**src/rtl/stat_pkg.sv**
```systemverilog
package stat_pkg;
  localparam int unsigned STAT_W     = 16;
  localparam int unsigned STAT_IDX_W = 3;
  localparam int unsigned STAT_NGRP  = 2;
  localparam int unsigned SBYTE_W    = 8;

  typedef enum logic [STAT_IDX_W-1:0] {
    IDX_COND  = 3'd0,
    IDX_EVENT = 3'd1,
    IDX_RISE  = 3'd2,
    IDX_FALL  = 3'd3,
    IDX_MASK  = 3'd4,
    IDX_SBYTE = 3'd7
  } stat_idx_e;

  localparam int unsigned GRP_OPER = 0;
  localparam int unsigned GRP_QUES = 1;

  // status byte positions
  localparam int unsigned SB_QUES = 3;
  localparam int unsigned SB_MAV  = 4;
  localparam int unsigned SB_ESB  = 5;
  localparam int unsigned SB_MSS  = 6;
  localparam int unsigned SB_OPER = 7;

  // operation condition positions
  localparam int unsigned OP_CALIBRATING = 0;
  localparam int unsigned OP_TRIG_WAIT   = 5;
  localparam int unsigned OP_VOLT_REG    = 8;
  localparam int unsigned OP_CURR_POS    = 10;
  localparam int unsigned OP_CURR_NEG    = 11;

  // questionable condition positions
  localparam int unsigned QU_OVER_VOLT   = 0;
  localparam int unsigned QU_OVER_CURR   = 1;
  localparam int unsigned QU_FUSE_OPEN   = 2;
  localparam int unsigned QU_OVER_TEMP   = 4;
  localparam int unsigned QU_INHIBIT     = 9;
  localparam int unsigned QU_UNREG       = 10;
  localparam int unsigned QU_MEAS_OVLD   = 14;
endpackage

```
**src/rtl/stat_trans_detect.sv**
```systemverilog
module stat_trans_detect #(
  parameter int unsigned W = stat_pkg::STAT_W
) (
  input  logic [W-1:0] cur_i,
  input  logic [W-1:0] prev_i,
  input  logic [W-1:0] rise_en_i,
  input  logic [W-1:0] fall_en_i,
  output logic [W-1:0] hit_o
);
  for (genvar b = 0; b < W; b++) begin : g_bit
    logic up, dn;
    assign up       = cur_i[b] & ~prev_i[b];
    assign dn       = ~cur_i[b] & prev_i[b];
    assign hit_o[b] = (up & rise_en_i[b]) | (dn & fall_en_i[b]);
  end
endmodule

```
**src/rtl/stat_group.sv**
```systemverilog
module stat_group #(
  parameter int unsigned W = stat_pkg::STAT_W
) (
  input  logic         clk_i,
  input  logic         rst_ni,
  input  logic [W-1:0] cond_i,
  input  logic         we_rise_i,
  input  logic         we_fall_i,
  input  logic         we_mask_i,
  input  logic [W-1:0] wdata_i,
  input  logic         clr_i,
  output logic [W-1:0] cond_o,
  output logic [W-1:0] ev_o,
  output logic [W-1:0] rise_o,
  output logic [W-1:0] fall_o,
  output logic [W-1:0] mask_o,
  output logic         sum_o
);
  logic [W-1:0] cond_q, ev_q, rise_q, fall_q, mask_q, hit;

  stat_trans_detect #(.W(W)) u_det (
    .cur_i    (cond_i),
    .prev_i   (cond_q),
    .rise_en_i(rise_q),
    .fall_en_i(fall_q),
    .hit_o    (hit)
  );

  always_ff @(posedge clk_i or negedge rst_ni) begin
    if (!rst_ni) begin
      cond_q <= '0;
      ev_q   <= '0;
      rise_q <= '1;
      fall_q <= '0;
      mask_q <= '0;
    end else begin
      cond_q <= cond_i;
      // new hits win over a same-edge clear
      ev_q   <= (clr_i ? '0 : ev_q) | hit;
      if (we_rise_i) rise_q <= wdata_i;
      if (we_fall_i) fall_q <= wdata_i;
      if (we_mask_i) mask_q <= wdata_i;
    end
  end

  assign cond_o = cond_q;
  assign ev_o   = ev_q;
  assign rise_o = rise_q;
  assign fall_o = fall_q;
  assign mask_o = mask_q;
  assign sum_o  = |(ev_q & mask_q);
endmodule

```
**src/rtl/stat_status_byte.sv**
```systemverilog
module stat_status_byte
  import stat_pkg::*;
(
  input  logic               oper_sum_i,
  input  logic               ques_sum_i,
  input  logic               mav_i,
  input  logic               esb_i,
  output logic [SBYTE_W-1:0] byte_o
);
  always_comb begin
    byte_o          = '0;
    byte_o[SB_OPER] = oper_sum_i;
    byte_o[SB_QUES] = ques_sum_i;
    byte_o[SB_MAV]  = mav_i;
    byte_o[SB_ESB]  = esb_i;
    byte_o[SB_MSS]  = oper_sum_i | ques_sum_i | mav_i | esb_i;
  end
endmodule

```
**src/rtl/stat_report_top.sv**
```systemverilog
module stat_report_top
  import stat_pkg::*;
#(
  parameter int unsigned W = STAT_W
) (
  input  logic                clk_i,
  input  logic                rst_ni,
  input  logic [W-1:0]        oper_cond_i,
  input  logic [W-1:0]        ques_cond_i,
  input  logic                mav_i,
  input  logic                esb_i,
  input  logic                reg_we_i,
  input  logic                reg_re_i,
  input  logic [STAT_IDX_W:0] reg_addr_i,
  input  logic [W-1:0]        reg_wdata_i,
  output logic [W-1:0]        reg_rdata_o,
  output logic                oper_sum_o,
  output logic                ques_sum_o,
  output logic [SBYTE_W-1:0]  stat_byte_o
);
  localparam int unsigned NG = STAT_NGRP;

  logic [STAT_IDX_W-1:0] idx;
  logic                  grp;
  logic [W-1:0] g_cond_in [NG];
  logic [W-1:0] g_cond [NG];
  logic [W-1:0] g_ev   [NG];
  logic [W-1:0] g_rise [NG];
  logic [W-1:0] g_fall [NG];
  logic [W-1:0] g_mask [NG];
  logic [NG-1:0] g_sum;

  assign idx = reg_addr_i[STAT_IDX_W-1:0];
  assign grp = reg_addr_i[STAT_IDX_W];
  assign g_cond_in[GRP_OPER] = oper_cond_i;
  assign g_cond_in[GRP_QUES] = ques_cond_i;

  for (genvar g = 0; g < NG; g++) begin : g_grp
    logic hit_grp;
    assign hit_grp = (grp == 1'(g));
    stat_group #(.W(W)) u_grp (
      .clk_i    (clk_i),
      .rst_ni   (rst_ni),
      .cond_i   (g_cond_in[g]),
      .we_rise_i(reg_we_i && hit_grp && idx == IDX_RISE),
      .we_fall_i(reg_we_i && hit_grp && idx == IDX_FALL),
      .we_mask_i(reg_we_i && hit_grp && idx == IDX_MASK),
      .wdata_i  (reg_wdata_i),
      .clr_i    (reg_re_i && hit_grp && idx == IDX_EVENT),
      .cond_o   (g_cond[g]),
      .ev_o     (g_ev[g]),
      .rise_o   (g_rise[g]),
      .fall_o   (g_fall[g]),
      .mask_o   (g_mask[g]),
      .sum_o    (g_sum[g])
    );
  end

  stat_status_byte u_sbyte (
    .oper_sum_i(g_sum[GRP_OPER]),
    .ques_sum_i(g_sum[GRP_QUES]),
    .mav_i     (mav_i),
    .esb_i     (esb_i),
    .byte_o    (stat_byte_o)
  );

  assign oper_sum_o = g_sum[GRP_OPER];
  assign ques_sum_o = g_sum[GRP_QUES];

  always_comb begin
    reg_rdata_o = '0;
    case (idx)
      IDX_COND:  reg_rdata_o = g_cond[grp];
      IDX_EVENT: reg_rdata_o = g_ev[grp];
      IDX_RISE:  reg_rdata_o = g_rise[grp];
      IDX_FALL:  reg_rdata_o = g_fall[grp];
      IDX_MASK:  reg_rdata_o = g_mask[grp];
      IDX_SBYTE: reg_rdata_o = W'(stat_byte_o);
      default:   reg_rdata_o = '0;
    endcase
  end

  // named taps for the bound checker
  logic [W-1:0] oper_cond_w, oper_ev_w, oper_rise_w, oper_fall_w, ques_ev_w;
  assign oper_cond_w = g_cond[GRP_OPER];
  assign oper_ev_w   = g_ev[GRP_OPER];
  assign oper_rise_w = g_rise[GRP_OPER];
  assign oper_fall_w = g_fall[GRP_OPER];
  assign ques_ev_w   = g_ev[GRP_QUES];
endmodule

```
**config.mk**
```make
export PLATFORM = sky130hd
export DESIGN_NAME = stat_report_top
export DESIGN_NICKNAME = d
export VERILOG_FILES = /design/src/rtl/stat_pkg.sv /design/src/rtl/stat_trans_detect.sv /design/src/rtl/stat_group.sv /design/src/rtl/stat_status_byte.sv /design/src/rtl/stat_report_top.sv
export SDC_FILE = /design/constraint.sdc
export NUM_CORES = 1
export LEC_CHECK = 0
export BUFFER_PORTS_ARGS = -buffer_cell sky130_fd_sc_hd__buf_2
export CAP_MARGIN = 25
export CORE_ASPECT_RATIO = 1.75
export CORE_MARGIN = 10
export CORE_UTILIZATION = 35
export DETAILED_ROUTE_END_ITERATION = 10
export GPL_TIMING_DRIVEN = 0
export PLACE_DENSITY = 0.53
export SLEW_MARGIN = 40
export SYNTH_ARGS = -nofsm -noshare
export SYNTH_HDL_FRONTEND = slang
export SYNTH_HIERARCHICAL = 1
export SYNTH_SLANG_ARGS = --single-unit
```
**constraint.sdc**
```tcl
create_clock -name clk_i -period 3.3 [get_ports clk_i]
set_input_delay 0.165 -clock clk_i [delete_from_list [all_inputs] [get_ports clk_i]]
set_output_delay 0.165 -clock clk_i [all_outputs]
set_load 0.02 [all_outputs]
```
# Yosys cells after proc, flatten, opt, wreduce, memory -nomap -nowiden
# Cells that the tools add are included.
word_totals:
  out_inout_bits: 26
  in_bits: 58
  wordCells: 282
  regBits: 160
classes:
  mux: 18
  eq_ne: 5
  n_reduce_logical: 15
  bitwise: 233
  n_lt_le_gt_ge: 1
ops:
  columns: ["cell", "n"]
  rows:
  - ["two-way mux 16 bit", 17]
  - ["bitwise AND 1 bit", 128]
  - ["case mux 16 bit (6 select lines)", 1]
  - ["inverter 1 bit", 65]
  - ["OR 1 bit", 35]
  - ["bitwise AND 16 bit", 2]
  - ["OR 16 bit", 2]
  - ["OR reduction 16 bit", 2]
  - ["logical AND 1 bit", 12]
  - ["equality test 3 x 2 -> 1 bit (second input constant)", 2]
  - ["equality test 3 bit (second input constant)", 2]
  - ["equality test 3 x 1 -> 1 bit (second input constant)", 1]
  - ["zero test 3 bit", 1]
  - ["greater-or-equal comparator 2 bit (second input constant)", 1]
  - ["inverter 1 -> 2 bit", 1]

# Longest topological paths before layout
logic_depth:
  ltp_word: 6
  ltp_mapped: 8
  ltp_nobuf: 6

# Cells and area by module
# Netlist, hierarchy kept.
by_module_without_submodules:
  columns: ["mod", "cells_each", "area_per_inst_um2", "n_inst"]
  rows:
  - ["stat_group", 161, 2974.1, 2]
  - ["stat_report_top", 188, 1492.7, 1]
  - ["stat_trans_detect", 48, 320.3, 2]
  - ["stat_status_byte", 9, 63.8, 1]

# Least setup slack after synthesis
# OpenSTA, ideal clock, no wires.
synth_timing:
  path_type: "register to output"
  startpoint: "register g_grp[1].u_grp.mask_q[2]"
  endpoint: "output port reg_rdata_o[6]"
  arrival_ps: 2320
  slack_ps: 815
  stages_incl_launch_ff: 6
  cell_sequence: "dfrtp_1 > a22o_1 > a221oi_1 > nand4_1 > or4_1 > a2111o_1"
synth_via:
  elab_chain_cells: 6
synth_lines:
  columns: ["item", "line_no", "text"]
  rows:
  - ["start, declared", "stat_group.sv:19", "logic [W-1:0] cond_q, ev_q, rise_q, fall_q, mask_q, hit;"]
  - ["start signal, assigned", "stat_group.sv:42", "if (we_mask_i) mask_q <= wdata_i;"]
  - ["bitwise AND 16 bit", "stat_group.sv:51", "assign sum_o = |(ev_q & mask_q);"]
  - ["OR reduction 16 bit", "stat_group.sv:51", null]
  - ["net ques_sum_o", "stat_report_top.sv:18", "output logic ques_sum_o,"]
  - ["OR 1 bit (3 in series)", "stat_status_byte.sv:16", "byte_o[SB_MSS] = oper_sum_i | ques_sum_i | mav_i | esb_i;"]
  - ["net stat_byte_o[6]", "stat_report_top.sv:19", "output logic [SBYTE_W-1:0] stat_byte_o"]
  - ["case mux 16 bit (6 select lines)", "stat_report_top.sv:72", "case (idx)"]
  - ["end, declared", "stat_report_top.sv:16", "output logic [W-1:0] reg_rdata_o,"]
# The timed path passes the listed nets, and every way through them passes these cells.

# Worst setup path after layout
layout_timing:
  startpoint: "register g_grp[0].u_grp.mask_q[0]"
  endpoint: "output port reg_rdata_o[6]"
layout_via:
  elab_chain_cells: 6
layout_lines:
  columns: ["item", "line_no"]
  rows:
  - ["start, declared", "stat_group.sv:19"]
  - ["start signal, assigned", "stat_group.sv:42"]
  - ["bitwise AND 16 bit", "stat_group.sv:51"]
  - ["OR reduction 16 bit", "stat_group.sv:51"]
  - ["OR 1 bit (3 in series)", "stat_status_byte.sv:16"]
  - ["case mux 16 bit (6 select lines)", "stat_report_top.sv:72"]
# Every way passes these cells.

==> flow_summary.yaml <==
detailed_routing:
  drtIter0Drc: 337
  wl_per_cell_um: 23.7
  ant_nets: 0
  drc: 0
  num_vias: 5532
  wl_um: 25200
  dr.pass1.iters: 4
  vias_per_cell: 5.19
power:
  leakage_nw: 4.40
  p_per_area_nw_per_um2: 592
  peakVddDrop_mv: 0.362
placed_design:
  placed_cells: 996
  dp_slack_ps: 559
  io_buffers: 77
  dpl-instance-area_um2: 8980
  gp_congestion: 0.824
  place_hpwl_um: 18400
setup_path:
  slowest_stage: "or4_1"
  cp.buffers_inverters: 2
  critPathMaxStageDelay_ps: 520
  cpLargestDelayFamily: "compound AO/OA/AOI/OAI gates"
  cp-end-kind: "output port"
  crit_start: "g_grp[0].u_grp/mask_o[0]"
  crit_arrival_ps: 2940
  rr_startpoint: "g_grp[0].u_grp/rise_o[1]"
  cp_max_fo: 3
  worstSetupStartpointType: "flop"
  crit_required_ps: 3130
  crit_type: "reg -> out"
  crit_chain: "a22o_1, a221oi_1, nand4_1, buf_4, or4_1, a2111o_1, buf_2"
timing:
  max_slew_margin_pct: 64.5
  grt_setup_unrepaired: "no"
  fin_setup_tns_ps: 0
  achievable-frequency_mhz: 322
  finalCriticalPeriod_ps: 3110
  worstMarginPinSlew_ps: 533
  final_max_slew_viol_count: 0
  hold_viol: 0
  timing.final.crit_share_pct: 94.1
  setup_ws_ps: 194
  skew_ps: 8.31
  setup_viol_count_final: 0
floorplan:
  rows: 73
  core_area_um2: 22800
  fp.dieW_um: 135
  io_pins: 84
  dieArea_um2: 30000
  die_h_um: 222
  initial_core_util_pct: 35.7
final_layout:
  nFillCells: 2191
  final_cells: 1065
  finish.utilization_pct: 43.3
  design_area_um2: 9900
  final_nets: 810
  num_antenna_cells: 0
  drive_gt1_share_pct: 41.2
  area_growth_pct: 21.5
yosys:
  yosys_warnings: 6
  synth-main-ff-cell: "dfrtp_1"
  synth_top_cell_by_area: "dfrtp_1"
  netlist.area_leader.share_pct: 39.3
  synth_edf_count: 0
  ys_ff_latch: 160
  synthTopCellsByCount: "dfrtp_1, mux2i_1, mux2_4"
  async_reset_ff_share_pct: 100
  synth_cells: 615
  synth_area_per_cell_um2: 13.2
  ys_seq_area_share_pct: 49.6
  yosysUniqueCellTypes: 33
  yosys.cell_count.top_type: "dfrtp_1"
  ys_top_cells_by_area: "dfrtp_1, mux2_4, dfstp_2, mux2i_1, mux2_2"
  synthesis.area_um2: 8150
clocking:
  numClockSinks: 160
  cts_buffers: 17
  cts_resized: 0
  cts-root-buf: "clkbuf_16"
  clk_pin_slew_ps: 70
  ctsHtreeMaxLevel: 4
  cts_max_path_buffers: 2
  insertion_delay_ps: 430
  tritoncts: "done"
worst_hold_path:
  hp-start: "reg_wdata_i[15]"
  hp-class: "in -> reg"
global_route:
  gr-total-overflow: 0
  antenna_found_initial: 0
  grt_start_max_net_pins: 79
  grt_pass1_vias: 6286
  grt_pass1_wl_um: 38200
  grt_usage_pct: 17.0
status:
  outcome: "finished clean"
run:
  maxCapViolCount: 0
power by group:
part / leakage (nW) / switching [mW] / internal, mW
clock: 0.267 / 0.823 / 1.11
sequential: 1.80 / 0.348 / 2.39
combinational: 2.33 / 0.514 / 0.675
total: 4.40 / 1.69 / 4.18
worst reg2reg max path, delay by kind of cell, from the launching register on:
kind               cells  cell delay, ps
AOI/OAI and AO/OA      2             280
and+or+nand+nor        1              60
DFF                    1             540
path summary, 6_finish.rpt:
path                                        endpoint  slack [ps]  cells past startpoint
max in group asynchronous   g_grp[1].u_grp/rise_o[5]        2070                      4
min in group asynchronous  g_grp[0].u_grp/cond_o[13]         180                      2
hold / removal             g_grp[0].u_grp/fall_o[15]          40                      2
setup / recovery                      reg_rdata_o[6]         190                      7
hold reg to reg               g_grp[1].u_grp/ev_o[3]         520                      1
setup reg to reg              g_grp[0].u_grp/ev_o[1]        2370                      3
cells in the final DEF, fill, tap and decap left out, types with 18 or more instances in the layout:
master           n
a21o_1          32
buf_2           90
dfrtp_1        128
dfstp_2         32
dlygate4sd3_1   33
mux2_2          36
mux2_4          60
mux2i_1         80
nand2_1         33
nand3b_1        35
nor2_1          18
o21ai_2         32
o22ai_1         32
timing repair:
item | in CTS | in global routing
buffers inserted | 0 | 4
hold buffers | 33 | 0
endpoints found under the setup margin | 0 | 1
endpoints found under the hold margin | 107 | 0
layer usage:
layer | part of all wire, % | vias up | track usage [%]
met5 | 0 | - | 0
met2 | 56 | 97 | 31.4
met4 | 3.4 | 0 | 7.68
met3 | 2.9 | 45 | 2.93
li1 | - | 2549 | -
met1 | 37 | 2841 | 17.9
logic make-up (layout without fill, tap and decap cells):
| logic type | after synthesis | count (layout) | share of synthesized area (%) |
|---|---|---|---|
| buffers and inverters | 48 | 196 | 5.35 |
| AOI/OAI and AO/OA | 121 | 121 | 11.7 |
| and+or+nand+nor | 109 | 109 | 7.36 |
| other | 1 | 3 | 0.0460 |
| DFF | 160 | 160 | 49.6 |
| muxes | 176 | 176 | 25.9 |
sequential cells by signal, summed over array words and instances (netlist names):
name and flops:
g_grp.u_grp/cond_o 32, g_grp.u_grp/ev_o 32, g_grp.u_grp/fall_o 32, g_grp.u_grp/mask_o 32, g_grp.u_grp/rise_o 32
final cells by class:
cell class | count | area (um2) | area share (%)
inverter | 4 | 15.0 | 0.152
multi-input combinational | 409 | 3670 | 37.1
clock inverter | 11 | 116 | 1.18
sequential | 160 | 4040 | 40.9
buffer | 44 | 420 | 4.25
clock buffer | 21 | 440 | 4.45
tap | 300 | 375 | 3.79
timing repair buffer | 116 | 811 | 8.19
metrics by stage:
step | hold WS, ps | total power, mW
final | 44.3 | 5.86
after detailed placement | 44.6 | 3.94
after floorplan | -131 | 3.49
after global routing | 54.4 | 6.13
after global placement | 300 | 3.89
after CTS | 29.1 | 5.92
Note: power is estimated with default switching activity, not from simulation.
